<file path="config.mk">
export PLATFORM = sky130hd
export DESIGN_NAME = bus_recover
export DESIGN_NICKNAME = d
export VERILOG_FILES = /design/src/rtl/bus_recover_pkg.sv /design/src/rtl/br_phase_timer.sv /design/src/rtl/br_sda_sync.sv /design/src/rtl/br_seq_fsm.sv /design/src/rtl/bus_recover.sv
export SDC_FILE = /design/constraint.sdc
export NUM_CORES = 1
export LEC_CHECK = 0
export CAP_MARGIN = 5
export CORE_UTILIZATION = 59
export CTS_BUF_LIST = sky130_fd_sc_hd__clkbuf_8
export CTS_CLUSTER_SIZE = 16
export DETAILED_ROUTE_END_ITERATION = 8
export PLACE_DENSITY = 0.9
export SYNTH_ARGS = -nofsm -noshare
export SYNTH_HDL_FRONTEND = slang
export SYNTH_SLANG_ARGS = --single-unit
</file>
<file path="constraint.sdc">
create_clock -name clk -period 3.1 [get_ports clk]
set_clock_uncertainty 0.15 [all_clocks]
set_input_delay 0.465 -clock clk [delete_from_list [all_inputs] [get_ports clk]]
set_output_delay 0.465 -clock clk [all_outputs]
set_load 0.01 [all_outputs]
</file>
<file path="src/rtl/bus_recover_pkg.sv">
package bus_recover_pkg;

   typedef enum logic [2:0] {
      ST_IDLE,
      ST_LOW,
      ST_HIGH,
      ST_START_FALL,
      ST_START_HOLD,
      ST_START_REL
   } br_state_e;

endpackage

</file>
<file path="src/rtl/br_phase_timer.sv">
module br_phase_timer #(
   parameter int PHASE_CYC = 8
) (
   input  logic clk,
   input  logic rst_n,
   input  logic run,
   output logic tick
);
   localparam int CW = (PHASE_CYC > 1) ? $clog2(PHASE_CYC) : 1;
   localparam logic [CW-1:0] LAST = CW'(PHASE_CYC - 1);

   logic [CW-1:0] cnt;

   // reloads at every phase boundary so each state lasts PHASE_CYC clocks
   always_ff @(posedge clk or negedge rst_n) begin
      if (!rst_n)
         cnt <= LAST;
      else if (!run || cnt == '0)
         cnt <= LAST;
      else
         cnt <= cnt - CW'(1);
   end

   assign tick = run && (cnt == '0);
endmodule

</file>
<file path="src/rtl/br_sda_sync.sv">
module br_sda_sync #(
   parameter int STAGES = 2
) (
   input  logic clk,
   input  logic rst_n,
   input  logic d,
   output logic q
);
   generate
      if (STAGES == 0) begin : g_direct
         assign q = d;
      end else if (STAGES == 1) begin : g_single
         logic r;
         always_ff @(posedge clk or negedge rst_n) begin
            if (!rst_n) r <= 1'b1;
            else        r <= d;
         end
         assign q = r;
      end else begin : g_chain
         logic [STAGES-1:0] r;
         always_ff @(posedge clk or negedge rst_n) begin
            if (!rst_n) r <= '1;
            else        r <= {r[STAGES-2:0], d};
         end
         assign q = r[STAGES-1];
      end
   endgenerate
endmodule

</file>
<file path="src/rtl/br_seq_fsm.sv">
module br_seq_fsm
   import bus_recover_pkg::*;
#(
   parameter int MAX_PULSES = 9
) (
   input  logic clk,
   input  logic rst_n,
   input  logic req,
   input  logic tick,
   input  logic sda_s,
   output logic run,
   output logic scl_oe,
   output logic sda_oe,
   output logic busy,
   output logic done,
   output logic fail
);
   localparam int PW = $clog2(MAX_PULSES + 1);
   localparam logic [PW-1:0] LAST_PULSE = PW'(MAX_PULSES - 1);

   br_state_e     state, nxt;
   logic [PW-1:0] pulses;
   logic          last_pulse;

   assign last_pulse = (pulses == LAST_PULSE);

   always_comb begin
      nxt = state;
      unique case (state)
         ST_IDLE:       if (req)  nxt = ST_LOW;
         ST_LOW:        if (tick) nxt = ST_HIGH;
         ST_HIGH:
            if (tick) begin
               if (sda_s)           nxt = ST_START_FALL;
               else if (last_pulse) nxt = ST_IDLE;
               else                 nxt = ST_LOW;
            end
         ST_START_FALL: if (tick) nxt = ST_START_HOLD;
         ST_START_HOLD: if (tick) nxt = ST_START_REL;
         ST_START_REL:  if (tick) nxt = ST_IDLE;
         default:                 nxt = ST_IDLE;
      endcase
   end

   always_ff @(posedge clk or negedge rst_n) begin
      if (!rst_n) begin
         state  <= ST_IDLE;
         pulses <= '0;
         scl_oe <= 1'b0;
         sda_oe <= 1'b0;
         done   <= 1'b0;
         fail   <= 1'b0;
      end else begin
         state  <= nxt;
         if (state == ST_IDLE)
            pulses <= '0;
         else if (state == ST_HIGH && tick)
            pulses <= pulses + PW'(1);
         scl_oe <= (nxt == ST_LOW) || (nxt == ST_START_HOLD) || (nxt == ST_START_REL);
         sda_oe <= (nxt == ST_START_FALL) || (nxt == ST_START_HOLD);
         done   <= (state == ST_START_REL) && tick;
         fail   <= (state == ST_HIGH) && tick && !sda_s && last_pulse;
      end
   end

   assign run  = (state != ST_IDLE);
   assign busy = run;
endmodule

</file>
<file path="src/rtl/bus_recover.sv">
module bus_recover #(
   parameter int PHASE_CYC   = 8,
   parameter int MAX_PULSES  = 9,
   parameter int SYNC_STAGES = 2
) (
   input  logic clk,
   input  logic rst_n,
   input  logic recover_req,
   input  logic sda_in,
   output logic scl_oe,
   output logic sda_oe,
   output logic busy,
   output logic done,
   output logic fail
);
   generate
      if (PHASE_CYC < 2) begin : g_bad_phase
         $error("PHASE_CYC must be at least 2");
      end
      if (MAX_PULSES < 1 || MAX_PULSES > 255) begin : g_bad_pulses
         $error("MAX_PULSES must be in 1..255");
      end
      if (SYNC_STAGES < 0 || SYNC_STAGES >= PHASE_CYC) begin : g_bad_sync
         $error("SYNC_STAGES must be below PHASE_CYC");
      end
   endgenerate

   logic run, tick, sda_s;

   br_phase_timer #(.PHASE_CYC(PHASE_CYC)) u_timer (
      .clk(clk), .rst_n(rst_n), .run(run), .tick(tick)
   );

   br_sda_sync #(.STAGES(SYNC_STAGES)) u_sync (
      .clk(clk), .rst_n(rst_n), .d(sda_in), .q(sda_s)
   );

   br_seq_fsm #(.MAX_PULSES(MAX_PULSES)) u_fsm (
      .clk(clk), .rst_n(rst_n), .req(recover_req), .tick(tick), .sda_s(sda_s),
      .run(run), .scl_oe(scl_oe), .sda_oe(sda_oe), .busy(busy),
      .done(done), .fail(fail)
   );
endmodule

</file>
==> results by group, run 1 <==
Outcome
  • Outcome: finished clean

Cells and area
  • Area grow syn2layout: 16.5%
  • Commonest non-fill, non-tap cell in the layout: dfrtp_1
  • Layout cells sized above 1: 14.9%
  • Nets: 96
  • Final Cell Area: 955 um^2
  • # diodes: 0
  • Most frequent cells in the layout: dfrtp_1, clkdlybuf4s50_1, inv_1
  • Final instance count without filler cells: 102

Clock tree
  • Clock latency at the later pin of the worst-skew pair: 0.25 ns
  • Root Driver: clkbuf_8
  • Resize count post-CTS: 0
  • CTS Hold Bufs: 0
  • CTS tree: yes
  • Max H-tree Level: 1
  • Sink Count: 16
  • TritonCTS Buffers: 3
  • Setup bufs post-CTS: 0
  • CTS clock-pin slew for the worst setup and hold paths: 0.06 ns
  • Max Root-Sink Buffers: 2

Route
  • DR WL/cell: 16.6 um
  • Detail Route Antenna Nets: 0
  • Pre-antenna DRT Iters: 4
  • Initial drt markers: 23
  • Vias/cell: 6.47
  • Post-route DRC: 0
  • Total number of vias: 660
  • Routed wire length: 1690 um

Logic synthesis
  • Post-Synth Adder-Cell Area: 6.11%
  • Post-synth EDFFs: 0
  • Multiplexer area fraction after synthesis: 3.82%
  • Largest family of logic cells by synthesized area: simple AND/OR/NAND/NOR gates
  • Dominant cells by area after synthesis: dfrtp_1, dfstp_2, ha_1
  • Mapped Cells: 79
  • Mean post-synth cell area: 10.4 um^2
  • Synth Flop Type: dfrtp_1
  • Unique masters post-synth: 32
  • Flop and latch count out of synthesis: 16
  • Ys async rst share: 100%
  • Xor and xnor fraction of the mapped netlist area: 0%
  • Synth Cell Area: 820 um^2
  • Simple-gate area share of the yosys netlist: 22.4%
  • Synth warn: 0
  • Compound-Gate Fraction of Synth Area: 13.0%
  • Synth area leader: dfrtp_1
  • Syn Nets: 87
  • Post-synth top area share: 33.6%
  • Post-synthesis sequential area ratio: 49.6%

STA
  • Final hold viol count: 0
  • RSZ-0062 raised after global routing: no
  • Pins Over Slew Limit: 0
  • Slew margin rel.: 55.6%
  • Tcrit/Tclk final: 74.9%
  • Fin crit period: 2.32 ns
  • Measured slew at the worst slew-check pin: 0.664 ns
  • Maximum clock rate: 0.431 GHz
  • Sum Neg Setup Slack: 0 ns
  • Final setup viols: 0

Die
  • Cell Rows: 13
  • Die Ht: 39.3 um
  • Core area: 1300 um^2
  • Initial core utilization: 63.0%
  • Die X: 39.3 um
  • Die Area: 1540 um^2
  • # IOs: 9

Global routing
  • Initial antenna violation count: 0
  • Largest net degree at the start of global routing: 17
  • Vias in the first global route: 568
  • First-pass GRT wire length: 2620 um
  • Total GRT Usage: 26.1%
  • Total gr overflow: 0

Setup path
  • Reg2Reg Depth: 5
  • Worst Path Max Fanout: 13
  • WP data arrival: 1.71 ns
  • Setup crit end kind: primary output
  • Critical path type: register to primary output
  • Worst Setup Start Kind: register
  • CP Data Required Time: 2.48 ns

Job
  • Max_cap viols: 0

Hold path
  • Min-Delay Path Class: register to register
  • Hold path depth: 0

Placement
  • Placed wire-length estimate: 1030 um
  • RD Place Congestion: 0.902
  • PortBufs: 8
  • Placed Area: 900 um^2
  • Dpl cells: 98

Power
  • Total Power: 746 uW
  • Power Density: 781 nW/um^2
  • Leakage Power: 0.000406 uW
  • Peak supply drop: 520 uV
logic make-up after synthesis:
| family | count (synthesis) |
|---|---|
| compound gates | 16 |
| fa+ha+maj | 4 |
| buf+inv | 10 |
| flops | 16 |
| mux | 3 |
| simple gates | 30 |
per-layer routing:
| layer | GRT usage [%] | wire length [um] |
|---|---|---|
| met1 | 31.1 | 721 |
| met2 | 41.7 | 794 |
| met3 | 5.68 | 97 |
| met4 | 17.2 | 75 |
| met5 | 0 | 0 |
critical path: stages, from the launching register on:
cell,delay (ns)
dfrtp_1,0.52
or3_1,0.44
clkdlybuf4s50_1,0.50
final timing paths:
path                                               startpoint                             to  slack [ns]
worst max-delay path                 u_fsm.state[0]$_DFF_PN0_                           busy        0.78
worst min-delay path            u_sync.g_chain.r[0]$_DFF_PN1_  u_sync.g_chain.r[1]$_DFF_PN1_        0.21
worst max register to register       u_timer.cnt[0]$_DFF_PN1_       u_fsm.state[0]$_DFF_PN0_        1.27
worst min register to register  u_sync.g_chain.r[0]$_DFF_PN1_  u_sync.g_chain.r[1]$_DFF_PN1_        0.21
max in group asynchronous                               rst_n           u_fsm.done$_DFF_PN0_        1.90
min in group asynchronous                               rst_n         u_fsm.scl_oe$_DFF_PN0_        0.47
registers in the layout, indices dropped and copies added (netlist names):
| register | cells |
|---|---|
| u_fsm.sda_oe | 1 |
| u_fsm.scl_oe | 1 |
| u_timer.cnt | 3 |
| u_fsm.fail | 1 |
| u_fsm.pulses | 4 |
| u_fsm.done | 1 |
| u_sync.g_chain.r | 2 |
| u_fsm.state | 3 |
cells in the mapped netlist (2+ instances only):
library cell and count:
dfstp_2 5, and2_1 3, dfrtp_1 11, a21oi_1 4, o22ai_1 2, nor2b_1 2, or3_1 2, nor2_1 3
nand3b_1 3, buf_2 3, nor3_1 3, nand2b_1 4, o21ai_0 4, ha_1 4, inv_1 6, nand2_1 3
mux2i_1 2
layout make-up:
class                      count  area, um^2
timing repair buffer           8        80.1
clock buffer                   4        55.1
multi-input combinational     53         372
inverter                       6        22.5
tap                           15        18.8
sequential                    16         407
fill                          87         347
stage by stage:
step                      hold slack [ns]  setup WS (ns)  util (%)
after floorplan                    0.0194           1.45         -
after global placement              0.197           1.11      69.1
after detailed placement            0.200           1.08      69.1
after CTS                           0.209          0.804      73.4
after global routing                0.213          0.733      73.4
final                               0.208          0.779      73.4
where the power goes:
group | switching [uW] | leakage [uW] | internal, uW
logic | 117 | 0.000181 | 115
registers | 60.1 | 0.000197 | 271
clock network | 69.8 | 0.0000288 | 113
total | 247 | 0.000406 | 499
(Power assumes the default switching activity.)
==> run 2, diff against run 1 <==
Settings changed: CORE_UTILIZATION 59 to 56, PLACE_DENSITY 0.9 to 0.86.
Clock period 3.1 ns to 2.38 ns, I/O delays scaled along.
==> run 2 against run 1 <==
Count of clock-buffer cells in the layout unchanged. Non-clock buffer count unchanged. Total power increased by 28%. Via count decreased by 6.2%. Flip-flop and latch count unchanged. Critical path depth unchanged. First-iteration DRC count decreased by 35%. Critical endpoint unchanged.
==> results by group, run 2 (synthesized netlist as in run 1, its figures left out) <==
Route
  • Total number of vias: 619 (was 660)
  • Detail Route Antenna Nets: 0 (unchanged)
  • Routed wire length: 1490 um (was 1690 um)
  • DR WL/cell: 14.6 um (was 16.6 um)
  • Post-route DRC: 0 (unchanged)
  • Pre-antenna DRT Iters: 6 (was 4)
  • Vias/cell: 6.07 (was 6.47)
  • Initial drt markers: 15 (was 23)

Clock tree
  • Clock latency at the later pin of the worst-skew pair: 0.25 ns (about the same)
  • Max Root-Sink Buffers: 2 (unchanged)
  • Max H-tree Level: 1 (unchanged)
  • TritonCTS Buffers: 3 (unchanged)
  • Sink Count: 16 (unchanged)
  • CTS clock-pin slew for the worst setup and hold paths: 0.06 ns (about the same)
  • CTS Hold Bufs: 0 (unchanged)
  • Root Driver: clkbuf_8 (unchanged)
  • Resize count post-CTS: 0 (unchanged)
  • CTS tree: yes (unchanged)
  • Setup bufs post-CTS: 0 (unchanged)

Cells and area
  • Biggest regs: u_fsm.pulses: 4 flops, u_fsm.state: 3 flops, u_timer.cnt: 3 flops (unchanged)
  • Layout cells sized above 1: 14.9% (unchanged)
  • Max reg flops: 4 (unchanged)
  • Most frequent cells in the layout: dfrtp_1, clkdlybuf4s50_1, inv_1 (unchanged)
  • Commonest non-fill, non-tap cell in the layout: dfrtp_1 (unchanged)
  • Nets: 96 (unchanged)
  • # diodes: 0 (unchanged)
  • Final Util: 71.6% (was 73.4%)
  • Area grow syn2layout: 16.5% (unchanged)
  • Largest reg by FF count: u_fsm.pulses (unchanged)

Die
  • Die Area: 1620 um^2 (was 1540 um^2)
  • Die Ht: 40.3 um (was 39.3 um)
  • # IOs: 9 (unchanged)
  • Initial core utilization: 61.4% (was 63.0%)
  • Die X: 40.3 um (was 39.3 um)
  • Cell Rows: 13 (unchanged)
  • Core area: 1330 um^2 (was 1300 um^2)

Placement
  • RD Place Congestion: 0.834 (was 0.902)
  • PortBufs: 8 (unchanged)
  • Placed wire-length estimate: 1040 um (was 1030 um)

STA
  • Tcrit/Tclk final: 91.4%
  • Maximum clock rate: 0.460 GHz
  • Slew margin rel.: 55.4% (was 55.6%)
  • Final setup viols: 0 (unchanged)
  • Pins Over Slew Limit: 0 (unchanged)
  • Measured slew at the worst slew-check pin: 0.667 ns (was 0.664 ns)
  • RSZ-0062 raised after global routing: no (unchanged)
  • Fin crit period: 2.18 ns
  • Final hold viol count: 0 (unchanged)
  • Sum Neg Setup Slack: 0 ns (unchanged)

Power
  • Power Density: 1000 nW/um^2 (was 781 nW/um^2)
  • Peak supply drop: 739 uV (was 520 uV)
  • Leakage Power: 0.000406 uW (unchanged)

Setup path
  • Setup crit end kind: primary output (unchanged)
  • Critical path type: register to primary output (unchanged)
  • WP data arrival: 1.67 ns (was 1.71 ns)
  • Worst Path Max Fanout: 13 (unchanged)
  • Worst Setup Start Kind: register (unchanged)
  • CP Data Required Time: 1.87 ns (was 2.48 ns)

Global routing
  • Largest net degree at the start of global routing: 17 (unchanged)
  • Total GRT Usage: 23.4% (was 26.1%)
  • First-pass GRT wire length: 2390 um (was 2620 um)
  • Vias in the first global route: 596 (was 568)
  • Total gr overflow: 0 (unchanged)
  • Initial antenna violation count: 0 (unchanged)

Outcome
  • Outcome: finished clean (unchanged)

Job
  • Max_cap viols: 0 (unchanged)

Hold path
  • Min-Delay Path Class: register to register (unchanged)
==> run 2: report_power, final <==
part	switching [uW]	total, uW	internal [uW]
clock network	88.3	235	147
registers	74.1	427	353
logic	142	292	150
total	305	954	650
==> run 2: path summary, 6_finish.rpt <==
path / slack (ns) / cells past startpoint / endpoint / startpoint
min: 0.21 / 0 / u_sync.g_chain.r[1]$_DFF_PN1_ / u_sync.g_chain.r[0]$_DFF_PN1_
max reg2reg: 0.58 / 5 / u_fsm.pulses[1]$_DFFE_PN0P_ / u_timer.cnt[0]$_DFF_PN1_
min in group asynchronous: 0.36 / 1 / u_fsm.state[2]$_DFF_PN0_ / rst_n
min reg2reg: 0.21 / 0 / u_sync.g_chain.r[1]$_DFF_PN1_ / u_sync.g_chain.r[0]$_DFF_PN1_
max: 0.20 / 2 / busy / u_fsm.state[1]$_DFF_PN0_
max in group asynchronous: 1.29 / 1 / u_fsm.state[0]$_DFF_PN0_ / rst_n
==> run 2: metal layers <==
metal  track usage (%)  routed length [um]
met5                 0                   0
met3              5.00                  53
met4              12.5                  19
met2              42.7                 766
met1              24.7                 650
==> run 2: layout make-up <==
cell class,instances,area [um^2]
tap,15,18.8
inverter,6,22.5
timing repair buffer,8,80.1
fill,95,379
sequential,16,407
multi-input combinational,53,372
clock buffer,4,55.1
==> run 2: stage by stage <==
step / total power (uW) / std cells / hold WS, ns / worst slack, ns / cell area, um^2
2_1_floorplan: 631 / 79 / -0.0886 / 0.733 / 820
6_report: 954 / 102 / 0.206 / 0.205 / 955
3_3_place_gp: 706 / 98 / 0.197 / 0.490 / 900
3_5_place_dp: 722 / 98 / 0.198 / 0.488 / 900
5_1_grt: 1020 / 102 / 0.213 / 0.123 / 955
4_1_cts: 966 / 102 / 0.207 / 0.205 / 955
==> run 2: critical path, cell delays in order, from the launching register on <==
cell,delay (ns)
dfrtp_1,0.49
or3_1,0.44
clkdlybuf4s50_1,0.49
